### config.mk
export PLATFORM = sky130hd
export DESIGN_NAME = sleep_deglitch
export DESIGN_NICKNAME = d
export VERILOG_FILES = /design/src/rtl/sleep_dg_pkg.sv /design/src/rtl/dg_age_check.sv /design/src/rtl/dg_low_run.sv /design/src/rtl/sleep_deglitch.sv
export SDC_FILE = /design/constraint.sdc
export NUM_CORES = 1
export LEC_CHECK = 0
export ABC_CLOCK_PERIOD_IN_PS = 4019
export BUFFER_PORTS_ARGS = -buffer_cell sky130_fd_sc_hd__buf_2
export CAP_MARGIN = 20
export CORE_UTILIZATION = 58
export DETAILED_ROUTE_END_ITERATION = 16
export PLACE_DENSITY = 0.82
export SLEW_MARGIN = 15
export SYNTH_ARGS = -nofsm -noshare
export SYNTH_HDL_FRONTEND = slang
export SYNTH_SLANG_ARGS = --single-unit
### constraint.sdc
create_clock -name clk -period 4.02 [get_ports clk]
set_input_delay 0 -clock clk [delete_from_list [all_inputs] [get_ports clk]]
set_output_delay 0 -clock clk [all_outputs]
set_load 0.02 [all_outputs]
### src/rtl/sleep_dg_pkg.sv
package sleep_dg_pkg;

    // Width of the millisecond stamp and of the shared state field.
    localparam int STAMP_W = 7;

    typedef logic [STAMP_W-1:0] stamp_t;

    // One flag bit plus a field whose meaning depends on the flag:
    // a time stamp when asserted, a low-sample run when deasserted.
    typedef struct packed {
        logic   deasserted;
        stamp_t field;
    } dg_state_t;

    // Wrapping age of a stamp relative to the current count.
    function automatic stamp_t stamp_age(input stamp_t now_v, input stamp_t then_v);
        return stamp_t'(now_v - then_v);
    endfunction

    // Builders for the two kinds of state word.
    function automatic dg_state_t mk_asserted(input stamp_t ts);
        dg_state_t s;
        s.deasserted = 1'b0;
        s.field      = ts;
        return s;
    endfunction

    function automatic dg_state_t mk_deasserted(input stamp_t run);
        dg_state_t s;
        s.deasserted = 1'b1;
        s.field      = run;
        return s;
    endfunction

endpackage

### src/rtl/dg_age_check.sv
module dg_age_check
    import sleep_dg_pkg::*;
#(
    parameter int LIMIT = 2
) (
    input  stamp_t now_v,
    input  stamp_t stamp_v,
    output logic   expired
);
    localparam stamp_t LIMIT_W = stamp_t'(LIMIT);

    stamp_t age;

    always_comb begin
        age     = stamp_age(now_v, stamp_v);
        expired = (age >= LIMIT_W);
    end
endmodule

### src/rtl/dg_low_run.sv
module dg_low_run
    import sleep_dg_pkg::*;
#(
    parameter int TARGET = 2
) (
    input  stamp_t run_v,
    output stamp_t run_next,
    output logic   reached
);
    localparam stamp_t TARGET_W = stamp_t'(TARGET);

    always_comb begin
        run_next = run_v + stamp_t'(1);
        reached  = (run_next >= TARGET_W);
    end
endmodule

### src/rtl/sleep_deglitch.sv
module sleep_deglitch
    import sleep_dg_pkg::*;
#(
    parameter int DEASSERT_MS = 2,
    parameter int ASSERT_CNT  = 2
) (
    input  logic               clk,
    input  logic               rst,
    input  logic               eval_en,
    input  logic               init_req,
    input  logic               sleep_n_raw,
    input  logic [STAMP_W-1:0] ms_now,
    output logic               sleep_active
);
    localparam int     RUN_MAX   = (1 << STAMP_W) - 1;
    localparam stamp_t ASSERT_CW = stamp_t'(ASSERT_CNT);

    // Elaboration guards: a 1 ms window cannot filter a sample that
    // lands just before a counter tick, and the run must fit the field.
    generate
        if (DEASSERT_MS < 2) begin : g_bad_window
            $error("sleep_deglitch: DEASSERT_MS must exceed 1");
        end
        if (ASSERT_CNT < 1 || ASSERT_CNT > RUN_MAX) begin : g_bad_count
            $error("sleep_deglitch: ASSERT_CNT out of range");
        end
    endgenerate

    dg_state_t st_q, st_d;
    logic      age_expired;
    stamp_t    run_next;
    logic      run_reached;

    dg_age_check #(.LIMIT(DEASSERT_MS)) u_age (
        .now_v   (ms_now),
        .stamp_v (st_q.field),
        .expired (age_expired)
    );

    dg_low_run #(.TARGET(ASSERT_CNT)) u_run (
        .run_v    (st_q.field),
        .run_next (run_next),
        .reached  (run_reached)
    );

    always_comb begin
        st_d = st_q;
        if (init_req) begin
            st_d = mk_asserted(ms_now);
        end else if (eval_en) begin
            if (!st_q.deasserted) begin
                if (!sleep_n_raw) begin
                    st_d = mk_asserted(ms_now);
                end else if (age_expired) begin
                    st_d = mk_deasserted('0);
                end
            end else begin
                if (sleep_n_raw) begin
                    st_d = mk_deasserted('0);
                end else if (run_reached) begin
                    st_d = mk_asserted(ms_now);
                end else begin
                    st_d = mk_deasserted(run_next);
                end
            end
        end
    end

    always_ff @(posedge clk) begin
        if (rst) begin
            st_q <= mk_asserted(ms_now);
        end else begin
            st_q <= st_d;
        end
    end

    assign sleep_active = ~st_q.deasserted;

    // an initialise always leaves the flag asserted.
    a_r2_init_asserts: assert property (@(posedge clk) disable iff (rst)
        init_req |=> sleep_active);

    // a low sample taken while asserted never deasserts.
    a_r3_low_holds: assert property (@(posedge clk) disable iff (rst)
        (sleep_active && eval_en && !sleep_n_raw) |=> sleep_active);

    // a fall needs an evaluated high sample without initialise.
    a_r4_fall_on_high: assert property (@(posedge clk) disable iff (rst)
        $fell(sleep_active) |-> $past(sleep_n_raw && eval_en && !init_req));

    // a rise outside reset or initialise needs an evaluated low sample.
    a_r5_rise_on_low: assert property (@(posedge clk) disable iff (rst)
        ($rose(sleep_active) && !$past(rst) && !$past(init_req))
            |-> $past(eval_en && !sleep_n_raw));

    // the low run never reaches the target while deasserted.
    a_r6_run_bounded: assert property (@(posedge clk) disable iff (rst)
        st_q.deasserted |-> (st_q.field < ASSERT_CW));

    // no evaluation and no initialise keeps the state.
    a_r7_idle_hold: assert property (@(posedge clk) disable iff (rst)
        (!eval_en && !init_req) |=> $stable(st_q));

endmodule

==> results.md <==
* Outcome: finished, final reports clean
* Die X at about 39 µm
* Syn Area/Cell at just under 10 µm²
* DRT Wirelength at 1500 µm
* Mapped Cells at 79
* Placed Area at 853.3 µm²
* FF+latch count, synth at 8
* DRC at 0
* EDFF count, synth at 7
* Leak pwr at about 0.39 nW
* Worst Setup SP: st_q[0]
* Core area at between 1000 and 1500 µm²
* First-pass GRT wire length at ~2600 µm
* R2R Path End: st_q[3]
* Max reg flops at 8
* CP endpoint: st_q[3]
* Synth top area cells: edfxtp_1 (27%), ha_1 (13%), nor2b_1 (5.6%), inv_1 (4.8%), a2111oi_4 (3.5%)
* Place WS at approximately 1.3 ns
* Drt first pass iters at 4
* Vias per inst at between 5 and 6
* Final Skew at between 0.01 and 0.015 ns
* Vias in the first global route at 650
* Peak Freq at between 300 and 400 MHz
* IO buf count at 12
* CP Data Arrival Time at around 2.6 ns
* CP startpoint kind: flip-flop
* H-Tree Depth at 1
* Yosys warns at 0
* VDD IR max at around 0.22 mV
* Std-Cell Rows at 12
* Num CTS Buffers at 3
* Seq/Total Area, Yosys at 29.68%
* Resize count post-CTS at 0
* Setup tns final at 0 ns
* Final Hold Fails at 0
* Total congestion overflow at 0
* CTS tree: yes
* GPL Wtd Cong at 0.7855
* Pwr Density at roughly 300 nW/µm²
* Tcrit/Tclk final at between 60% and 70%
* Initial antenna violation count at 0
* Hpwl dp at approximately 1300 µm
* Tightest Pin Transition at approximately 0.76 ns
* Area of the die at 1488 µm²
* Inserted Diodes at 0
* Post-synth ARST share at 0%
* Unrepaired setup endpoints after global routing: no
* CP endpoint kind: flip-flop
* P&R area growth vs syn at 13.39%
* Cell count of the worst reg-to-reg path at 7
* Commonest cells after routing, fill and taps aside: buf_2 (12), inv_1 (10), ha_1 (8)
* CTS Root Cell: clkbuf_4
* Most used DFF post-synth: edfxtp_1
* Worst r2r src: st_q[0]
* HP Class: primary input to flip-flop
* Cts hold-fix bufs at 0
* Starting DRT DRC Count at 15
* Synth Cell Area at 775.7 µm²
* Reg2reg setup slack at about 1.3 ns
* PnR worst setup slack at between 1 and 1.5 ns
* Multiplexer area fraction after synthesis at 1.290%
* Post-route cell area at approximately 900 µm²
* Wirelength per Cell at ~14 µm
* Clk sinks at 8
* Slew Limit Fails at 0
* Cell variety after synth at 38
* Setup violators final at 0
* Initial core utilization at 66.24%
* Synth Area in Compound Gates at between 20% and 30%
* Adder-cell area share of the yosys netlist at between 10% and 20%
* Setup CP Type: flip-flop to flip-flop
* Main combinational cell family by area after synthesis: simple AND/OR/NAND/NOR gates
* Most common cell after layout, fill and taps aside: buf_2
* Max-cap violation count at 0
* Largest net degree at the start of global routing at 8
* Clk Latency, worst-skew pair at 0.26 ns
* Post-DRT Antenna Nets at 0
* Largest registers: st_q (8)
* Post-layout minimum cycle time at 2.724 ns
* Worst-path clk slew at around 0.06 ns
* Data required, critical path at 3.90 ns
* Biggest register: st_q
* Die span in y at ~39 µm
* Final Util at between 70% and 80%
* Post-synth net total at 100
* Simple-gate share of the synthesized area at a little under a quarter
* Share of cells above drive strength 1 at 23.16%
* Synth area leader: edfxtp_1
* Worst Hold Slack at 0.06826 ns
* Worst-case clock buffer depth at 2
* Vias at between 600 and 700
* Post-Synth XOR/XNOR Area at about 2.3%
* Setup bufs post-CTS at 0
* Total I/O pin count at 13
* Fin nets at 117
* Gr usage total at a little over a quarter
* Rel. slew slack at a little under 50%
* Worst-path fanout max at 7
* Top cell type's share of synthesized area at 27.10%
metal layers:
layer	GRT usage [%]	vias up	part of all wire (%)
met5	0	-	0
met3	9.827	2	4.5
li1	-	324	-
met1	33.58	296	48
met4	12.93	0	0.80
met2	40.42	18	47
Yosys cell counts (all sizes together), types with 3 or more instances:
master and n:
a21oi 3, edfxtp 7, ha 8, inv 10, nor2 5, nor2b 7, o21ai 3
worst max-delay path, cell delays in order, from the launching register on:
cell and delay, ns:
edfxtp_1 0.49, ha_1 0.26, fa_1 0.40, nor2b_1 0.15, o31a_1 0.19, a31o_2 0.18
nor2_1 0.04, a32oi_1 0.63
stage by stage:
step | instances | power, W
2_1_floorplan | 79 | 0.0001745
3_3_place_gp | 105 | 0.0001948
3_5_place_dp | 105 | 0.0001966
4_1_cts | 109 | 0.0002613
5_1_grt | 109 | 0.0002804
6_report | 109 | 0.0002623
cell families (layout without fill, tap and decap cells):
group | Yosys count | in the layout
XOR/XNOR | 2 | 2
buffers and inverters | 10 | 26
AO/OA/AOI/OAI | 20 | 20
AND/OR/NAND/NOR | 29 | 29
multiplexers | 1 | 1
adder cells (fa/ha/maj) | 9 | 9
flip-flops | 8 | 8
final cells by class:
type | count | area (µm²)
Multi-Input combinational cell | 61 | 508.0
Sequential cell | 8 | 230.2
Inverter | 10 | 37.54
Fill cell | 86 | 291.5
Tap cell | 14 | 17.52
Timing Repair Buffer | 12 | 60.06
Clock buffer | 4 | 26.28
how the worst min path moves through the flow:
stage | startpoint | end | slack [ns] | cells past startpoint
after CTS | ms_now[4] | st_q[4] | 0.07 | 2
after floorplan | eval_en | st_q[7] | 0.19 | 2
after global placement | ms_now[6] | st_q[6] | 0.32 | 2
after global routing | ms_now[4] | st_q[4] | 0.09 | 2
final | ms_now[4] | st_q[4] | 0.07 | 2
after detailed placement | ms_now[4] | st_q[4] | 0.32 | 2
where the power goes:
part / internal (W) / switching, W
combinational: 0.0000398 / 0.0000491
clock: 0.0000381 / 0.0000291
sequential: 0.0000986 / 0.00000774
No activity file was read; power rests on OpenSTA's default activity.
